## config.mk

```make
export PLATFORM = sky130hd
export DESIGN_NAME = tlbi_snoop_ctrl
export DESIGN_NICKNAME = d
export VERILOG_FILES = /design/src/rtl/tlbi_pkg.sv /design/src/rtl/tlbi_valid_array.sv /design/src/rtl/tlbi_snoop_gate.sv /design/src/rtl/tlbi_bus_issue.sv /design/src/rtl/tlbi_snoop_ctrl.sv
export SDC_FILE = /design/constraint.sdc
export NUM_CORES = 1
export LEC_CHECK = 0
export BUFFER_PORTS_ARGS = -buffer_cell sky130_fd_sc_hd__buf_2
export CAP_MARGIN = 10
export CORE_MARGIN = 4
export CORE_UTILIZATION = 54
export DETAILED_ROUTE_END_ITERATION = 16
export PLACE_DENSITY = 0.82
export SYNTH_ARGS = -nofsm -noshare
export SYNTH_HDL_FRONTEND = slang
export SYNTH_SLANG_ARGS = --single-unit
```

## constraint.sdc

```tcl
create_clock -name clk -period 4.3 [get_ports clk]
set_input_delay 0.645 -clock clk [delete_from_list [all_inputs] [get_ports clk]]
set_output_delay 0.645 -clock clk [all_outputs]
set_load 0.005 [all_outputs]
```

## src/rtl/tlbi_pkg.sv

```systemverilog
// Shared constants and bus opcode encoding for the TLB invalidate controller.
// Assumes a 32-bit effective address with the class index at bits [17:12].
package tlbi_pkg;
    localparam int EA_W    = 32;
    localparam int IDX_W   = 6;
    localparam int IDX_LSB = 12;
    localparam int WAYS    = 2;

    typedef enum logic [1:0] {
        BOP_IDLE  = 2'b00,
        BOP_INVAL = 2'b01,
        BOP_XSYNC = 2'b10,
        BOP_MSYNC = 2'b11
    } bus_op_e;
endpackage

```

## src/rtl/tlbi_valid_array.sv

```systemverilog
// Valid-bit storage of the translation buffer: SETS x WAYS bits.
// Two clear ports (local, snoop) each wipe all ways of one set; a fill
// port sets one bit. A clear beats a fill on the same set.
// Assumes the two clear ports are never active together.
module tlbi_valid_array #(
    parameter int IDX_W = 6,
    parameter int WAYS  = 2,
    localparam int SETS = 1 << IDX_W,
    localparam int WW   = (WAYS > 1) ? $clog2(WAYS) : 1
) (
    input  logic             clk,
    input  logic             rst_n,
    input  logic             clr_a_en,
    input  logic [IDX_W-1:0] clr_a_idx,
    input  logic             clr_b_en,
    input  logic [IDX_W-1:0] clr_b_idx,
    input  logic             fill_en,
    input  logic [IDX_W-1:0] fill_idx,
    input  logic [WW-1:0]    fill_way,
    input  logic [IDX_W-1:0] probe_idx,
    output logic [WAYS-1:0]  probe_vld
);
    logic [WAYS-1:0] vld_q [SETS];

    for (genvar s = 0; s < SETS; s++) begin : g_set
        logic hit_clr;
        assign hit_clr = (clr_a_en && clr_a_idx == IDX_W'(s)) ||
                         (clr_b_en && clr_b_idx == IDX_W'(s));
        // Per-set update: clear wins over fill.
        always_ff @(posedge clk) begin
            if (!rst_n)
                vld_q[s] <= '0;
            else if (hit_clr)
                vld_q[s] <= '0;
            else if (fill_en && fill_idx == IDX_W'(s))
                vld_q[s][fill_way] <= 1'b1;
        end
    end

    // Read port for the probe.
    assign probe_vld = vld_q[probe_idx];


    clr_excl_chk: assert property (@(posedge clk) disable iff (!rst_n)
        !(clr_a_en && clr_b_en));

    clr_done_chk: assert property (@(posedge clk) disable iff (!rst_n)
        clr_b_en |=> (vld_q[$past(clr_b_idx)] == '0));
endmodule

```

## src/rtl/tlbi_snoop_gate.sv

```systemverilog
// Accept/defer logic for invalidates snooped from the bus.
// Takes a snooped invalidate when retry is quiet, no local invalidate is in
// flight and none is pending; clears at once unless a multi-word
// instruction runs, in which case the index is held until it ends.
// Assumes each snooped opcode is present for one cycle.
module tlbi_snoop_gate
    import tlbi_pkg::*;
#(
    parameter int IDX_W = 6
) (
    input  logic             clk,
    input  logic             rst_n,
    input  logic [1:0]       snoop_op_i,
    input  logic [IDX_W-1:0] snoop_idx_i,
    input  logic             snoop_retry_i,
    input  logic             multi_busy_i,
    input  logic             loc_active_i,
    output logic             snp_block_o,
    output logic             snp_retry_o,
    output logic             clr_en_o,
    output logic [IDX_W-1:0] clr_idx_o
);
    logic             pend_q;
    logic [IDX_W-1:0] pend_idx_q;
    logic             snp_inv, snp_take;

    // Decode and acceptance of the snooped operation.
    always_comb begin
        snp_inv     = (snoop_op_i == BOP_INVAL) && !snoop_retry_i;
        snp_take    = snp_inv && !loc_active_i && !pend_q;
        snp_retry_o = snp_inv && (loc_active_i || pend_q);
        snp_block_o = pend_q || snp_take;
        clr_en_o    = !multi_busy_i && (pend_q || snp_take);
        clr_idx_o   = pend_q ? pend_idx_q : snoop_idx_i;
    end

    // Pending register for invalidates held behind a multi-word instruction.
    always_ff @(posedge clk) begin
        if (!rst_n) begin
            pend_q     <= 1'b0;
            pend_idx_q <= '0;
        end else if (pend_q && !multi_busy_i) begin
            pend_q <= 1'b0;
        end else if (snp_take && multi_busy_i) begin
            pend_q     <= 1'b1;
            pend_idx_q <= snoop_idx_i;
        end
    end


    pend_hold_chk: assert property (@(posedge clk) disable iff (!rst_n)
        (pend_q && multi_busy_i) |=> (pend_q && $stable(pend_idx_q)));

    retry_ign_chk: assert property (@(posedge clk) disable iff (!rst_n)
        (snoop_retry_i && !pend_q) |=> !pend_q);
endmodule

```

## src/rtl/tlbi_bus_issue.sv

```systemverilog
// Local side: takes local invalidates when not blocked, broadcasts them,
// schedules translation-sync after any same-cycle invalidate, and raises
// the illegal-instruction pulse for invalidate-all.
// Assumes snp_block_i reflects snoop work pending or being taken now.
module tlbi_bus_issue
    import tlbi_pkg::*;
#(
    parameter int IDX_W = 6
) (
    input  logic             clk,
    input  logic             rst_n,
    input  logic             loc_inv_req_i,
    input  logic [IDX_W-1:0] loc_idx_i,
    input  logic             loc_sync_req_i,
    input  logic             inv_all_req_i,
    input  logic             snp_block_i,
    output logic             loc_busy_o,
    output logic             loc_active_o,
    output logic [IDX_W-1:0] loc_idx_o,
    output logic [1:0]       bus_op_o,
    output logic [IDX_W-1:0] bus_idx_o,
    output logic             illegal_o
);
    bus_op_e          bus_op_q;
    logic [IDX_W-1:0] bus_idx_q;
    logic             active_q, sync_pend_q, illegal_q, loc_take, sync_want;

    // Busy and take decisions for the local request.
    always_comb begin
        loc_busy_o = snp_block_i || active_q;
        loc_take   = loc_inv_req_i && !loc_busy_o;
        sync_want  = loc_sync_req_i || sync_pend_q;
    end

    // Bus driver: invalidate first, then any outstanding sync.
    always_ff @(posedge clk) begin
        if (!rst_n) begin
            bus_op_q    <= BOP_IDLE;
            bus_idx_q   <= '0;
            active_q    <= 1'b0;
            sync_pend_q <= 1'b0;
        end else begin
            active_q <= loc_take;
            if (loc_take) begin
                bus_op_q    <= BOP_INVAL;
                bus_idx_q   <= loc_idx_i;
                sync_pend_q <= sync_want;
            end else if (sync_want) begin
                bus_op_q    <= BOP_XSYNC;
                sync_pend_q <= 1'b0;
            end else begin
                bus_op_q <= BOP_IDLE;
            end
        end
    end

    // One-cycle illegal-instruction pulse for invalidate-all.
    always_ff @(posedge clk) begin
        if (!rst_n) illegal_q <= 1'b0;
        else        illegal_q <= inv_all_req_i;
    end

    assign loc_active_o = active_q;
    assign loc_idx_o    = bus_idx_q;
    assign bus_op_o     = bus_op_q;
    assign bus_idx_o    = bus_idx_q;
    assign illegal_o    = illegal_q;


    busy_drop_chk: assert property (@(posedge clk) disable iff (!rst_n)
        (loc_inv_req_i && loc_busy_o) |=> (bus_op_o != 2'b01));

    inv_single_chk: assert property (@(posedge clk) disable iff (!rst_n)
        (bus_op_o == 2'b01) |=> (bus_op_o != 2'b01));

    no_msync_chk: assert property (@(posedge clk) disable iff (!rst_n)
        bus_op_o != 2'b11);

    illegal_pulse_chk: assert property (@(posedge clk) disable iff (!rst_n)
        inv_all_req_i |=> illegal_o);
endmodule

```

## src/rtl/tlbi_snoop_ctrl.sv

```systemverilog
// Top of the TLB invalidate controller: extracts the class index from the
// local effective address, joins local issue, snoop gating and valid array.
// Assumes the snoop inputs never carry this unit's own broadcasts.
module tlbi_snoop_ctrl
    import tlbi_pkg::*;
#(
    parameter int EAW  = EA_W,
    parameter int IW   = IDX_W,
    parameter int ILSB = IDX_LSB
) (
    input  logic           clk,
    input  logic           rst_n,
    input  logic           loc_inv_req_i,
    input  logic [EAW-1:0] loc_ea_i,
    output logic           loc_busy_o,
    input  logic           loc_sync_req_i,
    input  logic           inv_all_req_i,
    output logic           illegal_o,
    output logic [1:0]     bus_op_o,
    output logic [IW-1:0]  bus_idx_o,
    input  logic [1:0]     snoop_op_i,
    input  logic [IW-1:0]  snoop_idx_i,
    input  logic           snoop_retry_i,
    output logic           snp_retry_o,
    input  logic           multi_busy_i,
    input  logic           fill_en_i,
    input  logic [IW-1:0]  fill_idx_i,
    input  logic           fill_way_i,
    input  logic [IW-1:0]  probe_idx_i,
    output logic [1:0]     probe_vld_o
);
    logic [IW-1:0] loc_idx, loc_clr_idx, snp_clr_idx;
    logic          loc_active, snp_block, snp_clr_en;

    assign loc_idx = loc_ea_i[ILSB +: IW];

    tlbi_bus_issue #(.IDX_W(IW)) u_issue (
        .clk(clk), .rst_n(rst_n),
        .loc_inv_req_i(loc_inv_req_i), .loc_idx_i(loc_idx),
        .loc_sync_req_i(loc_sync_req_i), .inv_all_req_i(inv_all_req_i),
        .snp_block_i(snp_block), .loc_busy_o(loc_busy_o),
        .loc_active_o(loc_active), .loc_idx_o(loc_clr_idx),
        .bus_op_o(bus_op_o), .bus_idx_o(bus_idx_o), .illegal_o(illegal_o)
    );

    tlbi_snoop_gate #(.IDX_W(IW)) u_gate (
        .clk(clk), .rst_n(rst_n),
        .snoop_op_i(snoop_op_i), .snoop_idx_i(snoop_idx_i),
        .snoop_retry_i(snoop_retry_i), .multi_busy_i(multi_busy_i),
        .loc_active_i(loc_active), .snp_block_o(snp_block),
        .snp_retry_o(snp_retry_o), .clr_en_o(snp_clr_en),
        .clr_idx_o(snp_clr_idx)
    );

    tlbi_valid_array #(.IDX_W(IW), .WAYS(WAYS)) u_array (
        .clk(clk), .rst_n(rst_n),
        .clr_a_en(loc_active), .clr_a_idx(loc_clr_idx),
        .clr_b_en(snp_clr_en), .clr_b_idx(snp_clr_idx),
        .fill_en(fill_en_i), .fill_idx(fill_idx_i), .fill_way(fill_way_i),
        .probe_idx(probe_idx_i), .probe_vld(probe_vld_o)
    );


    snp_now_chk: assert property (@(posedge clk) disable iff (!rst_n)
        (snoop_op_i == 2'b01 && !snoop_retry_i && !loc_active && !multi_busy_i
         && !snp_retry_o) |=> (u_array.vld_q[$past(snoop_idx_i)] == '0));
endmodule

```

==> key figures <==
CTS
  – Post-CTS Setup Bufs: 0
  – Clk buf depth: 2
  – TritonCTS Sinks: 145
  – Hold_buf cts: 0
  – H-tree depth: 4
  – Clk root buf: clkbuf_16
  – CTS tree: built
  – Reg clk slew, reported paths: 0.06 ns
  – Resized cells post-CTS: 0
  – Skew-Pair Late Insertion Delay: 0.43 ns
  – Num CTS Buffers: 17

Worst setup path
  – Worst setup endpoint: probe_vld_o[0]
  – Crit start category: input port
  – Cells on worst reg2reg path: 5
  – Crit-path max FO: 18
  – Reg2reg start: u_gate.pend_q$_SDFFE_PP0P_
  – Worst Setup SP: probe_idx_i[0]
  – Crit Path Category: in2out
  – Worst stage delay on the critical path: 0.56 ns
  – Worst setup EP type: primary output
  – Arr. time, crit path: 2.80 ns
  – CP cell instances: buf_2 -> buf_12 -> mux4_1 -> nand2_1 -> nand2_1 -> o21ai_0 -> a311oi_1 -> buf_2
  – CP max stage cell: mux4_1
  – Reg-to-Reg End: u_array.vld_q[48][0]$_DFFE_PP_
  – CP Data Required Time: 3.65 ns
  – R2R Setup Slk: 1.58 ns

Outcome
  – Status: complete, no violations

STA
  – Setup TNS: 0 ns
  – Hold Fails Final Rpt: 0
  – Final setup viols: 0
  – Headroom to the max-slew limit: 10.0%
  – WHS: 0.425 ns
  – Fin crit share: 80.0%
  – Crit path time final: 3.44 ns
  – RSZ-0062 raised after global routing: false
  – Highest clock rate: 0.291 GHz
  – Tightest Pin Transition: 1.34 ns
  – Max-slew violation count: 0
  – Setup Skew: 0.00853 ns

Detailed routing
  – DRT Pass-1 Iters: 6
  – WL final: 27200 um
  – Via/cell ratio: 6.55
  – Post-route DRC: 0
  – Average wire per standard cell: 21.6 um
  – Iter 0 DRT Violations: 1370
  – ANT nets after route: 0
  – Detailed-route via count: 8256

Worst hold path
  – HP Class: in2reg
  – Worst hold stages: 2

Pwr
  – Sw frac: 24.5%
  – Int Pwr: 2.70 mW
  – VDD IR max: 0.261 mV
  – Pwr Density: 359 nW/um^2
  – Final Power: 3.58 mW
  – Net Switching: 877 uW
  – Logic pwr share: 11.5%
  – Total leakage power: 4.08 nW
  – Sequential power share: 45.5%
  – Clk pwr share: 43.0%

Global route
  – GRT Util Overall: 29.6%
  – First-pass GRT wire length: 41400 um
  – Largest net degree at the start of global routing: 53
  – Initial antenna violation count: 0
  – Vias in the first global route: 7718
  – GRT overflow: 0

Synthesis
  – Syn Inst Count: 1010
  – Main synth FF type: edfxtp_1
  – Synth Register Bits: 145
  – Post-Syn Nets: 1071
  – Synthesized area: 9010 sq um
  – EDFF count, synth: 128
  – Avg Cell Area, Syn: 8.93 sq um
  – Distinct cells, synth: 53
  – Register area share after synthesis: 46.4%
  – YS warnings: 0
  – Async set-reset flop share out of synthesis: 0%

Final layout
  – Share of cells above drive strength 1: 11.5%
  – # diodes: 0
  – Reg area: 4180 sq um
  – Filler cells: 1339
  – Post-layout net count: 1093
  – Fin cells: 1261
  – Area delta synth->final: 10.5%
  – Area of the multi-input gates: 4550 sq um
  – Final Util: 61.8%

Placed design
  – Post-Place Cells: 1229
  – Input/output buffers: 47
  – DP Wirelength: 18500 um
  – Placer Congestion: 0.941

Die
  – Row cnt: 46
  – Die X: 137 um
  – Core area: 16100 sq um
  – Die ar.: 18800 sq um
  – Initial Utilization: 55.9%
  – Die Y: 137 um
  – Ports: 74

Job
  – Max-cap violations: 0
==> per-layer routing <==
metal	vias to the layer above	global-route usage, %	part of all wire [%]
li1	3681	-	-
met1	3780	38.7	36
met2	678	45.9	45
met3	117	7.20	14
met4	0	15.9	5.5
met5	-	0	0
==> power by group through the flow <==
| stage | sequential (mW) | combinational [mW] | clock, mW |
|---|---|---|---|
| detailed placement | 1.65 | 0.393 | 0 |
| global placement | 1.65 | 0.383 | 0 |
| floorplan | 1.64 | 0.276 | 0 |
| finish | 1.63 | 0.410 | 1.54 |
| global route | 1.63 | 0.441 | 1.60 |
| CTS | 1.62 | 0.397 | 1.54 |
==> stage by stage <==
step	worst slack, ns	instance area [sq um]
3_5_place_dp	0.877	9360
3_3_place_gp	0.919	9360
4_1_cts	0.873	9960
5_1_grt	0.774	9960
2_1_floorplan	1.67	9010
6_report	0.858	9960
==> state kept, by name, summed over array words and instances (netlist names) <==
register	count
u_array.vld_q	128
u_issue.illegal_o	1
u_issue.sync_pend_q	1
u_gate.pend_q	1
u_issue.bus_op_o	2
u_issue.bus_idx_o	6
u_gate.pend_idx_q	6
==> cell type report <==
class | instances | share of cell area, %
clock inverters | 13 | 1.68
clock buffers | 19 | 4.35
flip-flops and latches | 145 | 42.0
repair buffers | 57 | 3.24
multi-input cells | 803 | 45.7
well taps | 216 | 2.71
inverters | 8 | 0.301
==> logic make-up after synthesis <==
| group | synth area share [%] |
|---|---|
| AOI/OAI and AO/OA | 16.6 |
| buffers and inverters | 3.25 |
| DFF | 46.4 |
| muxes | 9.72 |
| and+or+nand+nor | 24.1 |
==> worst max-delay path, delay by kind of cell <==
family                 cells  cell delay, ns
buffers and inverters      3            0.84
AND/OR/NAND/NOR            2            0.14
multiplexers               1            0.56
AO/OA/AOI/OAI              2            0.60
==> cell usage after synthesis, drive strengths merged, types with 15 or more instances <==
master,count,area share [%]
a21o,59,4.9
a21oi,63,3.5
buf,23,1.6
clkbuf,31,1.3
dfxtp,17,3.8
edfxtp,128,43
mux2i,17,1.9
mux4,29,7.7
nand2,261,11
nand3,16,0.94
nor2,168,7.0
nor3,15,0.83
o21ai,74,4.1
==> how the worst min path moves through the flow <==
stage | end | start | slack (ns)
final | u_issue.illegal_o$_SDFF_PN0_ | inv_all_req_i | 0.43
after global routing | u_issue.illegal_o$_SDFF_PN0_ | inv_all_req_i | 0.44
after CTS | u_issue.illegal_o$_SDFF_PN0_ | inv_all_req_i | 0.42
after detailed placement | u_gate.pend_idx_q[5]$_SDFFE_PN0P_ | u_gate.pend_idx_q[5]$_SDFFE_PN0P_ | 0.50
after global placement | u_gate.pend_idx_q[5]$_SDFFE_PN0P_ | u_gate.pend_idx_q[5]$_SDFFE_PN0P_ | 0.49
after floorplan | u_gate.pend_idx_q[5]$_SDFFE_PN0P_ | u_gate.pend_idx_q[5]$_SDFFE_PN0P_ | 0.48
==> placed cells by master, fill, tap and decap left out, types with 3 or more instances in the layout <==
master | Yosys | layout
mux2i_1 | 17 | 17
clkinv_1 | 0 | 3
or3b_2 | 3 | 3
or2_2 | 3 | 3
nand3_1 | 15 | 15
nand3b_1 | 6 | 6
clkbuf_16 | 0 | 17
o21ai_0 | 73 | 73
o221ai_1 | 4 | 4
buf_2 | 15 | 47
and2_1 | 4 | 4
a21oi_1 | 63 | 62
a2bb2oi_1 | 6 | 6
mux4_2 | 18 | 18
nor2_1 | 168 | 168
nand2_1 | 261 | 261
and3_1 | 7 | 7
inv_1 | 8 | 8
nand2b_1 | 13 | 13
edfxtp_1 | 128 | 128
a21o_1 | 59 | 59
buf_4 | 6 | 9
nor3b_1 | 3 | 3
dfxtp_1 | 17 | 17
nor3_1 | 15 | 15
o221a_2 | 4 | 4
clkinv_2 | 0 | 4
nor2b_1 | 10 | 8
mux4_1 | 11 | 11
a22oi_1 | 6 | 6
bufinv_16 | 0 | 4
a31oi_1 | 4 | 4
a311oi_1 | 3 | 3
Power figures use the tool's default switching activity.
